==> config.mk <==
export PLATFORM = sky130hd
export DESIGN_NAME = wram_bank_ctrl
export DESIGN_NICKNAME = d
export VERILOG_FILES = /design/src/rtl/wram_pkg.sv /design/src/rtl/wram_addr_decode.sv /design/src/rtl/wram_bank_sel.sv /design/src/rtl/wram_rd_return.sv /design/src/rtl/wram_bank_ctrl.sv
export SDC_FILE = /design/constraint.sdc
export NUM_CORES = 1
export LEC_CHECK = 0
export ABC_CLOCK_PERIOD_IN_PS = 4700
export BUFFER_PORTS_ARGS = -buffer_cell sky130_fd_sc_hd__buf_2
export CAP_MARGIN = 25
export CORE_MARGIN = 3
export CORE_UTILIZATION = 39
export CTS_CLUSTER_DIAMETER = 100
export CTS_CLUSTER_SIZE = 10
export DETAILED_ROUTE_END_ITERATION = 10
export PLACE_DENSITY_LB_ADDON = 0.15
export RECOVER_POWER = 25
export SYNTH_ARGS = -nofsm -noshare
export SYNTH_HDL_FRONTEND = slang
export SYNTH_HIERARCHICAL = 1
export SYNTH_SLANG_ARGS = --single-unit
==> constraint.sdc <==
create_clock -name clk -period 4.7 [get_ports clk]
set_input_delay 1.41 -clock clk [delete_from_list [all_inputs] [get_ports clk]]
set_output_delay 1.41 -clock clk [all_outputs]
set_load 0.1 [all_outputs]
==> src/rtl/wram_pkg.sv <==
package wram_pkg;
  typedef enum logic [1:0] {
    RG_NONE   = 2'd0,
    RG_FIXED  = 2'd1,
    RG_BANKED = 2'd2,
    RG_SELREG = 2'd3
  } region_e;
endpackage

==> src/rtl/wram_addr_decode.sv <==
module wram_addr_decode
  import wram_pkg::*;
#(
  parameter int ADDR_W = 16,
  parameter int OFS_W  = 12,
  parameter logic [ADDR_W-1:0] WRAM_BASE   = 16'hC000,
  parameter logic [ADDR_W-1:0] MIRROR_BASE = 16'hE000,
  parameter logic [ADDR_W-1:0] MIRROR_LAST = 16'hFDFF,
  parameter logic [ADDR_W-1:0] SEL_ADDR    = 16'hFF70
) (
  input  logic [ADDR_W-1:0] addr,
  output region_e           region,
  output logic [OFS_W-1:0]  ofs
);
  // two 4 KiB windows make up the work RAM span
  localparam logic [ADDR_W-1:0] SPAN      = ADDR_W'(2) << OFS_W;
  localparam logic [ADDR_W-1:0] FOLD_MASK = SPAN - ADDR_W'(1);

  logic              in_mirror;
  logic [ADDR_W-1:0] folded;
  logic [ADDR_W-1:0] rel;

  always_comb begin
    in_mirror = (addr >= MIRROR_BASE) && (addr <= MIRROR_LAST);
    folded    = in_mirror ? (WRAM_BASE | (addr & FOLD_MASK)) : addr;
    rel       = folded - WRAM_BASE;
    ofs       = rel[OFS_W-1:0];
    if (addr == SEL_ADDR)
      region = RG_SELREG;
    else if ((folded >= WRAM_BASE) && (rel < SPAN))
      region = rel[OFS_W] ? RG_BANKED : RG_FIXED;
    else
      region = RG_NONE;
  end
endmodule

==> src/rtl/wram_bank_sel.sv <==
module wram_bank_sel #(
  parameter int DATA_W = 8,
  parameter int BANK_W = 3
) (
  input  logic              clk,
  input  logic              rst,
  input  logic              legacy,
  input  logic              wr_en,
  input  logic [BANK_W-1:0] wr_bank,
  output logic [BANK_W-1:0] bank_q,
  output logic [DATA_W-1:0] rd_value
);
  localparam logic [BANK_W-1:0] BANK_ONE = BANK_W'(1);

  always_ff @(posedge clk) begin
    if (rst)
      bank_q <= BANK_ONE;
    else if (wr_en && !legacy)
      bank_q <= (wr_bank == '0) ? BANK_ONE : wr_bank;
  end

  always_comb begin
    if (legacy)
      rd_value = '1;
    else
      rd_value = {{(DATA_W-BANK_W){1'b1}}, bank_q};
  end

  // a legacy-mode write leaves the stored bank alone
  assert_legacy_write_ignored_R6: assert property (@(posedge clk) disable iff (rst)
    (wr_en && legacy) |=> $stable(bank_q));
endmodule

==> src/rtl/wram_rd_return.sv <==
module wram_rd_return #(
  parameter int DATA_W = 8
) (
  input  logic              clk,
  input  logic              rst,
  input  logic              rd_req,
  input  logic              from_reg,
  input  logic [DATA_W-1:0] reg_value,
  input  logic [DATA_W-1:0] ram_rdata,
  output logic              rd_valid,
  output logic [DATA_W-1:0] rd_data
);
  logic              sel_reg_q;
  logic [DATA_W-1:0] reg_q;

  always_ff @(posedge clk) begin
    if (rst) begin
      rd_valid  <= 1'b0;
      sel_reg_q <= 1'b0;
      reg_q     <= '0;
    end else begin
      rd_valid  <= rd_req;
      sel_reg_q <= from_reg;
      reg_q     <= reg_value;
    end
  end

  assign rd_data = sel_reg_q ? reg_q : ram_rdata;

  // valid never appears without a read one cycle earlier
  assert_valid_has_cause_R8: assert property (@(posedge clk) disable iff (rst)
    rd_valid |-> $past(rd_req));
endmodule

==> src/rtl/wram_bank_ctrl.sv <==
module wram_bank_ctrl
  import wram_pkg::*;
#(
  parameter int ADDR_W = 16,
  parameter int DATA_W = 8,
  parameter int OFS_W  = 12,
  parameter int BANK_W = 3
) (
  input  logic                      clk,
  input  logic                      rst,
  input  logic                      legacy_mode,
  input  logic                      req_valid,
  input  logic                      req_write,
  input  logic [ADDR_W-1:0]         req_addr,
  input  logic [DATA_W-1:0]         req_wdata,
  output logic                      rd_valid,
  output logic [DATA_W-1:0]         rd_data,
  output logic                      ram_en,
  output logic                      ram_we,
  output logic [BANK_W+OFS_W-1:0]   ram_addr,
  output logic [DATA_W-1:0]         ram_wdata,
  input  logic [DATA_W-1:0]         ram_rdata
);
  localparam int PHYS_W = BANK_W + OFS_W;
  localparam logic [PHYS_W-1:0] LEGACY_LIMIT = PHYS_W'(2) << OFS_W;

  region_e           region;
  logic [OFS_W-1:0]  ofs;
  logic [BANK_W-1:0] bank_q;
  logic [BANK_W-1:0] bank_eff;
  logic [DATA_W-1:0] sel_value;
  logic              is_ram;
  logic              sel_wr;
  logic              rd_req;

  wram_addr_decode #(.ADDR_W(ADDR_W), .OFS_W(OFS_W)) u_dec (
    .addr   (req_addr),
    .region (region),
    .ofs    (ofs)
  );

  assign sel_wr = req_valid && req_write && (region == RG_SELREG);

  wram_bank_sel #(.DATA_W(DATA_W), .BANK_W(BANK_W)) u_sel (
    .clk      (clk),
    .rst      (rst),
    .legacy   (legacy_mode),
    .wr_en    (sel_wr),
    .wr_bank  (req_wdata[BANK_W-1:0]),
    .bank_q   (bank_q),
    .rd_value (sel_value)
  );

  always_comb begin
    bank_eff  = legacy_mode ? BANK_W'(1) : bank_q;
    is_ram    = (region == RG_FIXED) || (region == RG_BANKED);
    ram_en    = req_valid && is_ram;
    ram_we    = ram_en && req_write;
    ram_wdata = req_wdata;
    ram_addr  = (region == RG_FIXED) ? {BANK_W'(0), ofs} : {bank_eff, ofs};
    rd_req    = req_valid && !req_write && (region != RG_NONE);
  end

  wram_rd_return #(.DATA_W(DATA_W)) u_ret (
    .clk       (clk),
    .rst       (rst),
    .rd_req    (rd_req),
    .from_reg  (region == RG_SELREG),
    .reg_value (sel_value),
    .ram_rdata (ram_rdata),
    .rd_valid  (rd_valid),
    .rd_data   (rd_data)
  );

  // the fixed window never carries bank bits
  assert_fixed_window_R2: assert property (@(posedge clk) disable iff (rst)
    (ram_en && region == RG_FIXED) |-> (ram_addr[PHYS_W-1:OFS_W] == '0));

  // legacy accesses stay inside the low 8 KiB
  assert_legacy_span_R7: assert property (@(posedge clk) disable iff (rst)
    (legacy_mode && ram_en) |-> (ram_addr < LEGACY_LIMIT));

  // a RAM write always comes with an enable
  assert_we_with_en_R10: assert property (@(posedge clk) disable iff (rst)
    ram_we |-> ram_en);

  // undecoded addresses leave the RAM port idle
  assert_outside_quiet_R9: assert property (@(posedge clk) disable iff (rst)
    (req_valid && region == RG_NONE) |-> !ram_en);

  // every decoded read returns one cycle later
  assert_read_returns_R8: assert property (@(posedge clk) disable iff (rst)
    (req_valid && !req_write && region != RG_NONE) |=> rd_valid);

  // colour-mode register read pads upper bits with ones
  assert_sel_pad_R5: assert property (@(posedge clk) disable iff (rst)
    (req_valid && !req_write && region == RG_SELREG && !legacy_mode)
      |=> (rd_data[DATA_W-1:BANK_W] == '1));
endmodule

Word level (Yosys, flattened, before mapping)
Index checks and enable logic that the tools add are counted.
{"block": "word_totals", "latchBits": 0, "romBits": 0, "elab_cells": 36, "ram_bits": 0, "ff_bits": 13, "memories": 0}
{"block": "classes", "n_eq_ne": 4, "multipliers": 0, "div": 0, "add_sub_neg": 1, "magnitude_cmp": 4, "reduce_logical": 14, "n_shift": 0, "n_bitwise": 0, "muxes": 9}
{"op": "$ge A16 B16 Y1 const B", "count": 2}
{"op": "$eq A16 B16 Y1 const B", "count": 1}
{"op": "$le A16 B16 Y1 const B", "count": 1}
{"op": "$lt A16 B14 Y1 const B", "count": 1}
{"op": "$mux W16", "count": 1}
{"op": "$sub A16 B16 Y16 const B", "count": 1}
{"op": "$mux W15", "count": 1}
{"op": "$logic_and A1 B1 Y1", "count": 9}
{"op": "$mux W3", "count": 3}
{"op": "$mux W8", "count": 1}
{"op": "$mux W2", "count": 3}
{"op": "$eq A2 B2 Y1 const B", "count": 2}
{"op": "$logic_not A3 Y1", "count": 1}
{"op": "$eq A2 B1 Y1 const B", "count": 1}
{"op": "$logic_not A1 Y1", "count": 2}
{"op": "$reduce_bool A2 Y1", "count": 1}
{"op": "$logic_or A1 B1 Y1", "count": 1}

Logic depth before layout (Yosys ltp)
Gate-level depths: netlist of run 1.
{"block": "logic_depth", "ltp_word": 12, "mapped_depth": 8}

Modules after synthesis
The synthesis of run 1 kept the hierarchy.
{"mod": "wram_rd_return", "cells_per_inst": 29, "area_each_um2": 394.1, "instances": 1, "seq_area_each_um2": 200.2}
{"mod": "wram_bank_sel", "cells_per_inst": 21, "area_each_um2": 197.7, "instances": 1, "seq_area_each_um2": 60.1}
{"mod": "wram_addr_decode", "cells_per_inst": 21, "area_each_um2": 168.9, "instances": 1, "seq_area_each_um2": 0.0}
{"mod": "wram_bank_ctrl", "cells_per_inst": 20, "area_each_um2": 161.4, "instances": 1, "seq_area_each_um2": 0.0}

Least setup slack after synthesis of run 1
Ideal clock, no wire load.
{"block": "synth_timing", "path_type": "input-to-output", "start": "in req_addr[1]", "end": "out ram_addr[13]", "t_required_ps": 3290, "slack_ps": -1447, "t_arrival_ps": 4737, "cell_stages": 6, "cell_sequence": "nand4bb_1 -> or4_4 -> o31ai_2 -> inv_1 -> ha_1 -> nor3b_1"}
{"block": "synth_via", "elab_chain_len": 10}
{"element": "from (decl)", "line": "wram_bank_ctrl.sv:14", "source": "input logic [ADDR_W-1:0] req_addr,"}
{"element": "$ge A16 B16 Y1 / $le A16 B16 Y1 (equally long branches)", "line": "wram_addr_decode.sv:24", "source": "in_mirror = (addr >= MIRROR_BASE) && (addr <= MIRROR_LAST);"}
{"element": "$logic_and A1 B1 Y1", "line": "wram_addr_decode.sv:24"}
{"element": "$mux W16", "line": "wram_addr_decode.sv:25", "source": "folded = in_mirror ? (WRAM_BASE | (addr & FOLD_MASK)) : addr;"}
{"element": "$sub A16 B16 Y16", "line": "wram_addr_decode.sv:26", "source": "rel = folded - WRAM_BASE;"}
{"element": "$lt A16 B14 Y1", "line": "wram_addr_decode.sv:30", "source": "else if ((folded >= WRAM_BASE) && (rel < SPAN))"}
{"element": "$logic_and A1 B1 Y1", "line": "wram_addr_decode.sv:30"}
{"element": "$mux W2", "line": "wram_addr_decode.sv:30"}
{"element": "$mux W2 *", "line": "wram_addr_decode.sv:28", "source": "if (addr == SEL_ADDR)"}
{"element": "net region[1]", "line": "wram_bank_ctrl.sv:27", "source": "region_e region;"}
{"element": "$eq A2 B1 Y1 *", "line": "wram_bank_ctrl.sv:60", "source": "ram_addr = (region == RG_FIXED) ? {BANK_W'(0), ofs} : {bank_eff, ofs};"}
{"element": "$mux W15 *", "line": "wram_bank_ctrl.sv:60"}
{"element": "to (decl)", "line": "wram_bank_ctrl.sv:20", "source": "output logic [BANK_W+OFS_W-1:0] ram_addr,"}
The timed path passes the listed nets; every way through them passes the cells marked *.

Final worst setup path of run 1
{"block": "layout_timing", "start": "in req_addr[1]", "end": "out ram_we"}
{"block": "layout_via", "elab_chain_len": 12}
{"element": "$ge A16 B16 Y1 / $le A16 B16 Y1 (equally long branches)", "line": "wram_addr_decode.sv:24"}
{"element": "$logic_and A1 B1 Y1", "line": "wram_addr_decode.sv:24"}
{"element": "$mux W16", "line": "wram_addr_decode.sv:25"}
{"element": "$sub A16 B16 Y16", "line": "wram_addr_decode.sv:26"}
{"element": "$lt A16 B14 Y1", "line": "wram_addr_decode.sv:30"}
{"element": "$logic_and A1 B1 Y1", "line": "wram_addr_decode.sv:30"}
{"element": "$mux W2", "line": "wram_addr_decode.sv:30"}
{"element": "$mux W2 *", "line": "wram_addr_decode.sv:28"}
{"element": "net region[0]", "line": "wram_bank_ctrl.sv:27"}
{"element": "$eq A2 B1 Y1 / $eq A2 B2 Y1 (equally long branches)", "line": "wram_bank_ctrl.sv:56", "source": "is_ram = (region == RG_FIXED) || (region == RG_BANKED);"}
{"element": "$logic_or A1 B1 Y1 *", "line": "wram_bank_ctrl.sv:56"}
{"element": "$logic_and A1 B1 Y1 *", "line": "wram_bank_ctrl.sv:57", "source": "ram_en = req_valid && is_ram;"}
{"element": "$logic_and A1 B1 Y1 *", "line": "wram_bank_ctrl.sv:58", "source": "ram_we = ram_en && req_write;"}
{"element": "to (decl)", "line": "wram_bank_ctrl.sv:19", "source": "output logic ram_we,"}
Marked as above.

==> results of run 1 <==
-- worst paths after layout --
kind,from,to,slack (ps),cells after the start
worst max-delay path,req_addr[1],ram_we,110,8
worst max register to register,u_sel/bank_q[0],u_ret/reg_q[0],3840,2
worst min-delay path,u_sel/bank_q[1],u_sel/bank_q[1],530,2
worst min register to register,u_sel/bank_q[1],u_sel/bank_q[1],530,2
-- stage by stage --
| step | hold slack [ps] | setup WS [ps] |
|---|---|---|
| 5_1_grt | 562 | 18.8 |
| 3_5_place_dp | 512 | 15.9 |
| 4_1_cts | 530 | 9.94 |
| 2_1_floorplan | 476 | -111 |
| 3_3_place_gp | 497 | 48.4 |
| 6_report | 529 | 107 |
-- cell usage in the layout, fill, tap and decap left out, drive strengths merged --
| cell | n |
|---|---|
| nor4b | 1 |
| nand4bb | 1 |
| o31ai | 1 |
| o21ba | 1 |
| clkbuf | 6 |
| mux2 | 8 |
| inv | 3 |
| ha | 3 |
| nor2b | 11 |
| mux2i | 2 |
| and2 | 1 |
| nand4 | 2 |
| or2 | 3 |
| dfxtp | 13 |
| nor3b | 3 |
| buf | 58 |
| or4 | 1 |
| o32ai | 1 |
| nor3 | 1 |
| and3 | 2 |
| nand2 | 1 |
| nor2 | 4 |
| nand3b | 1 |
| conb | 5 |
-- repair_timing --
item                       4_1_cts  5_1_grt
hold endpoints to repair         0        0
setup endpoints to repair        0        2
resized for setup                0        2
-- final cells by class --
| class | instances | area (um2) | area share |
|---|---|---|---|
| multi-input cells | 53 | 514 | 0.422 |
| inverters | 3 | 11.3 | 0.00924 |
| repair buffers | 60 | 373 | 0.306 |
| flip-flops and latches | 13 | 260 | 0.214 |
| well taps | 27 | 33.8 | 0.0277 |
| clock buffers | 4 | 26.3 | 0.0216 |
-- registers in the layout (all words and copies together), names as in the netlist --
register and count:
u_ret/reg_q 8, u_sel/bank_q 3, u_ret/rd_valid 1, u_ret/sel_reg_q 1
-- worst min-delay path: stages (launching register included) --
cell,delay (ps)
dfxtp_1,350
mux2i_1,70
nor2_1,70
-- kinds of logic after synthesis --
kind of cell,Yosys count
AO/OA/AOI/OAI,3
adder cells (fa/ha/maj),3
buffers and inverters,29
flip-flops,13
multiplexers,10
other,1
AND/OR/NAND/NOR,32
-- power by group --
part | leakage, nW | internal [mW] | switching [mW] | total [mW]
combinational | 0.444 | 0.0316 | 0.107 | 0.139
clock | 0.0150 | 0.0329 | 0.0340 | 0.0669
sequential | 0.107 | 0.114 | 0.00120 | 0.115
total | 0.567 | 0.178 | 0.142 | 0.321
-- routing by layer --
metal  routed length (um)  share of wire  track usage  vias up
li1                     -              -            -      359
met1                  636           0.39        0.135      276
met2                  825           0.51        0.203       32
met3                  155          0.096       0.0436        2
met4                    6         0.0037       0.0290        0
met5                    0              0            0        -
==> metrics.md, run 1 <==
| Metric | Value |
|---|---|
| Die X | `54.6 um` |
| CP cell instances | `buf_2 -> nand4bb_1 -> or4_4 -> o32ai_4 -> inv_1 -> ha_1 -> and3_2 -> buf_12` |
| Top-count cell post-synth | `buf_4` |
| Vias/cell | `4.18` |
| Vias | `669` |
| Max VDD drop | `0.177 mV` |
| Rows | `16` |
| Layout Cells excl Fill | `160` |
| Sequential area share after synthesis | `0.282` |
| Detail Route Antenna Nets | `0` |
| Largest net degree at the start of global routing | `15` |
| Latest clock arrival within the worst-skew pair | `270 ps` |
| DRT Pass-1 Iters | `3` |
| Register bit total from synthesis | `13` |
| Share of the synthesized area in the top cell type | `0.282` |
| CP top delay family | `simple AND/OR/NAND/NOR gates` |
| P per Cell Area | `263 nW/um2` |
| Starting Density | `0.439` |
| DIE HEIGHT | `54.6 um` |
| Post-Synthesis Cells | `91` |
| GRT Util Overall | `0.117` |
| Simple-gate share of the synthesized area | `0.251` |
| Clock Skew | `1.93 ps` |
| First-pass GRT wire length | `2.59 mm` |
| Fin Setup TNS | `0 ps` |
| Gr ovfl total | `0` |
| Fraction of layout cells with a size suffix above 1 | `0.632` |
| CTS tree | `built` |
| Final period utilization | `0.977` |
| Fillcell total | `216` |
| Combinational family with the most area after synthesis | `simple AND/OR/NAND/NOR gates` |
| Status | `finished clean` |
| RSZ-0062 raised after global routing | `false` |
| Design area | `1220 um2` |
| Max FO, Critical Path | `3` |
| Multiplexer share of the synthesized area | `0.152` |
| Compound-Gate Fraction of Synth Area | `0.0421` |
| Final Hold Fails | `0` |
| Clock transition at path regs | `80 ps` |
| Max-slew headroom | `0.232` |
| Initial antenna violation count | `0` |
| CP max stage delay | `460 ps` |
| Postcts setup bufs | `0` |
| Req. time, crit path | `3290 ps` |
| H-Tree Depth | `1` |
| Post-synth top area cell | `dfxtp_1` |
| Diode count | `0` |
| Leak pwr | `0.567 nW` |
| CP startpoint kind | `input pin` |
| Post-synth EDFFs | `0` |
| Final max-slew violation count | `0` |
| Asr flop ratio synth | `0` |
| Worst Max-Slew Pin Slew | `1160 ps` |
| Vias in the first global route | `634` |
| I/O pins | `71` |
| Syn_area_per_cell | `10.1 um2` |
| Xor/xnor share of the synthesized area | `0` |
| Number of max-cap violations | `0` |
| Placer Congestion | `0.635` |
| CTS Hold Bufs | `0` |
| Port Buffers | `60` |
| Dpl cell area | `1170 um2` |
| Crit path buf inv count | `3` |
| Cell Area, Synth | `922 um2` |
| CORE AREA | `2100 um2` |
| Crit. End Element | `primary output` |
| Root Driver | `clkbuf_4` |
| Slowest CP cell | `or4_4` |
| Clock sinks | `13` |
| Final Total Pwr | `0.321 mW` |
| Nets | `174` |
| Area growth from synthesis to layout | `32.2%` |
| Final Core Density | `0.580` |
| TritonCTS Buffers | `3` |
| Synth cell count leaders | `buf_4 (25), dfxtp_1 (13), nor2b_1 (10), mux2_4 (8), nor2_1 (4)` |
| HP Class | `reg -> reg` |
| Cells after DPL | `156` |
| Final min period | `4590 ps` |
| WL/cell | `10.1 um` |
| Initial DRC count | `3` |
| Synth Flop Type | `dfxtp_1` |
| Die area | `2980 um2` |
| Clock Tree Buf Depth | `2` |
| Post-DP HPWL | `1.43 mm` |
| Post-synth cell types | `26` |
| Ys Warns | `6` |
| Residual DRC | `0` |
| Fmax | `218 MHz` |
| Setup violations, final | `0` |
| Ranking of synthesized cells by area | `dfxtp_1 (28%), buf_4 (20%), mux2_4 (13%)` |
| Critical Path AT | `3180 ps` |
| Crit Path Class | `in -> out` |
| Final WL | `1.62 mm` |
| Post-synthesis adder-cell area fraction | `0.0407` |
(Power assumes the default switching activity.)
==> run 2: changes to the inputs <==
- RECOVER_POWER: 25 -> 100
==> run 2 against run 1 <==
Effect of this change: clock power is essentially flat; hold slack got worse by 1.1 ps; non-clock buffer count unchanged; sequential share of layout area up 1.6 points; maximum frequency about the same; worst setup slack gained 2.1 ps; clock skew about the same; sequential power about the same; cell count is the same; flip-flop and latch count unchanged; combinational power shrank 4%; via count grew 1.0%; largest power group unchanged; highest routed layer unchanged.
==> metrics.md, run 2 (same netlist as run 1, synthesis figures left out) <==
| Metric | Value |
|---|---|
| Final period utilization | `0.977 (about the same)` |
| R2r worst-path depth | `2 (unchanged)` |
| Starting Density | `0.439 (unchanged)` |
| Detail Route Antenna Nets | `0 (unchanged)` |
| WL/cell | `10.4 um (was 10.1 um)` |
| Net Sw Frac | `0.449 (was 0.444)` |
| Most common cell after layout, fill and taps aside | `buf_2 (unchanged)` |
| Die area | `2980 um2 (unchanged)` |
| Placer Congestion | `0.635 (unchanged)` |
| CORE AREA | `2100 um2 (unchanged)` |
| Die X | `54.6 um (unchanged)` |
| Cell Int Power | `0.174 mW (was 0.178 mW)` |
| Clock Tree Buf Depth | `2 (unchanged)` |
| Max FO, Critical Path | `3 (unchanged)` |
| Final Hold Fails | `0 (unchanged)` |
| GRT Util Overall | `0.117 (unchanged)` |
| Status | `finished clean (unchanged)` |
| Setup violations, final | `0 (unchanged)` |
| I/O pins | `71 (unchanged)` |
| Clock Power Share | `0.212 (was 0.209)` |
| Fin Setup TNS | `0 ps (unchanged)` |
| R2R Path End | `u_ret/reg_q[0] (unchanged)` |
| CTS tree | `built (unchanged)` |
| Logic pwr share | `0.423 (was 0.432)` |
| Psw | `0.142 mW (about the same)` |
| CP startpoint kind | `input pin (unchanged)` |
| RSZ-0062 raised after global routing | `false (unchanged)` |
| HP Class | `reg -> reg (unchanged)` |
| Final Total Pwr | `0.316 mW (was 0.321 mW)` |
| Flop pwr share | `0.365 (was 0.359)` |
| Fmax | `218 MHz (about the same)` |
| DIE HEIGHT | `54.6 um (unchanged)` |
| Largest Register | `u_ret/reg_q (unchanged)` |
| Req. time, crit path | `3290 ps (about the same)` |
| First-pass GRT wire length | `2.59 mm (unchanged)` |
| Final WL | `1.66 mm (was 1.62 mm)` |
| CTS Hold Bufs | `0 (unchanged)` |
| Flop2flop setup slack | `3840 ps (about the same)` |
| Clock transition at path regs | `80 ps (about the same)` |
| Max-slew headroom | `0.219 (was 0.232)` |
| Vias/cell | `4.23 (was 4.18)` |
| Final max-slew violation count | `0 (unchanged)` |
| Clock Skew | `1.89 ps (was 1.93 ps)` |
| Max VDD drop | `0.174 mV (was 0.177 mV)` |
| Root Driver | `clkbuf_4 (unchanged)` |
| Leak pwr | `0.492 nW (was 0.567 nW)` |
| P per Cell Area | `278 nW/um2 (was 263 nW/um2)` |
| DRT Pass-1 Iters | `4 (was 3)` |
| Clock sinks | `13 (unchanged)` |
| Diode count | `0 (unchanged)` |
| Vias | `676 (was 669)` |
| Biggest regs | `u_ret/reg_q: 8 flops, u_sel/bank_q: 3 flops (unchanged)` |
| Cells after DPL | `156 (unchanged)` |
| Most frequent cells in the layout | `buf_2 (30), clkbuf_1 (26), dfxtp_1 (13) (was buf_2 (53), dfxtp_1 (13), nor2b_1 (10))` |
| Port Buffers | `60 (unchanged)` |
| Crit. End Element | `primary output (unchanged)` |
| Post-DP HPWL | `1.43 mm (unchanged)` |
| H-Tree Depth | `1 (unchanged)` |
| Largest net degree at the start of global routing | `15 (unchanged)` |
| Rows | `16 (unchanged)` |
| Latest clock arrival within the worst-skew pair | `270 ps (about the same)` |
| TritonCTS Buffers | `3 (unchanged)` |
| RR Startpoint | `u_sel/bank_q[0] (unchanged)` |
| Initial DRC count | `4 (was 3)` |
| Final min period | `4590 ps (about the same)` |
| Number of max-cap violations | `0 (unchanged)` |
| Residual DRC | `0 (unchanged)` |
| Hold Crit Depth | `2 (unchanged)` |
| Vias in the first global route | `634 (unchanged)` |
| Crit Path Class | `in -> out (unchanged)` |
| Max FFs per register | `8 (unchanged)` |
| Min-delay src | `u_sel/bank_q[0] (was u_sel/bank_q[1])` |
| Layout Cells excl Fill | `160 (unchanged)` |
| Area growth from synthesis to layout | `23.2% (was 32.2%)` |
| Dpl cell area | `1170 um2 (unchanged)` |
| Gr ovfl total | `0 (unchanged)` |
| Initial antenna violation count | `0 (unchanged)` |
| Nets | `174 (unchanged)` |
| Critical Path AT | `3180 ps (about the same)` |
| Fraction of layout cells with a size suffix above 1 | `0.444 (was 0.632)` |
| WHS Endpoint | `u_sel/bank_q[0] (was u_sel/bank_q[1])` |
| Design area | `1140 um2 (was 1220 um2)` |
| Worst Max-Slew Pin Slew | `1180 ps (was 1160 ps)` |
## run 2: cell count changes in the layout (fill, tap and decap cells not counted)
cell / before / now
buf_8: 0 / 1
clkbuf_1: 3 / 26
nor2b_1: 10 / 11
nor4b_1: 0 / 1
buf_2: 53 / 30
nor2b_4: 1 / 0
buf_12: 5 / 1
nor4b_4: 1 / 0
buf_6: 0 / 3
## run 2: power groups by stage
stage | Clock (mW) | Sequential (mW) | Combinational, mW
2_1_floorplan | 0 | 0.118 | 0.137
3_3_place_gp | 0 | 0.118 | 0.137
3_5_place_dp | 0 | 0.118 | 0.138
4_1_cts | 0.0706 | 0.115 | 0.139
5_1_grt | 0.0757 | 0.115 | 0.140
6_report | 0.0668 | 0.115 | 0.134
## run 2: critical path, stage by stage
cell,delay (ps)
buf_2,100
nand4bb_1,170
or4_4,460
o32ai_4,260
inv_1,80
ha_1,300
and3_2,230
buf_12,160
## run 2: worst max path at each step
stage	startpoint	endpoint	slack (ps)	cells past startpoint
floorplan	req_addr[1]	ram_addr[14]	-110	6
global placement	req_addr[1]	ram_we	50	8
detailed placement	req_addr[1]	ram_we	20	8
CTS	req_addr[1]	ram_we	10	8
global route	req_addr[15]	ram_we	20	8
finish	req_addr[1]	ram_we	110	8
## run 2: metrics by stage
stage | hold slack, ps | utilization | setup slack (ps)
after floorplan | 476 | - | -111
after global placement | 497 | 0.559 | 48.4
after detailed placement | 512 | 0.559 | 15.9
after CTS | 530 | 0.571 | 9.94
after global routing | 562 | 0.540 | 18.8
final | 528 | 0.540 | 109
## run 2: timing repair
action                                 in CTS  in global routing
gates resized for setup                     0                  2
setup endpoints to repair                   0                  2
buffers inserted                            0                  0
endpoints found under the hold margin       0                  0
## run 2: final cells by class
class                      count  area, um2
timing repair buffer          60        313
tap                           27       33.8
sequential                    13        260
inverter                       3       11.3
multi-input combinational     53        492
fill                         239        966
clock buffer                   4       26.3
## run 2: metal layers
layer  vias to the layer above  part of all wire  wire (um)  track usage
met1                       283              0.41        675        0.135
met3                         2             0.087        145       0.0436
met5                         -                 0          0            0
met2                        32              0.50        832        0.203
met4                         0            0.0036          6       0.0290
li1                        359                 -          -            -
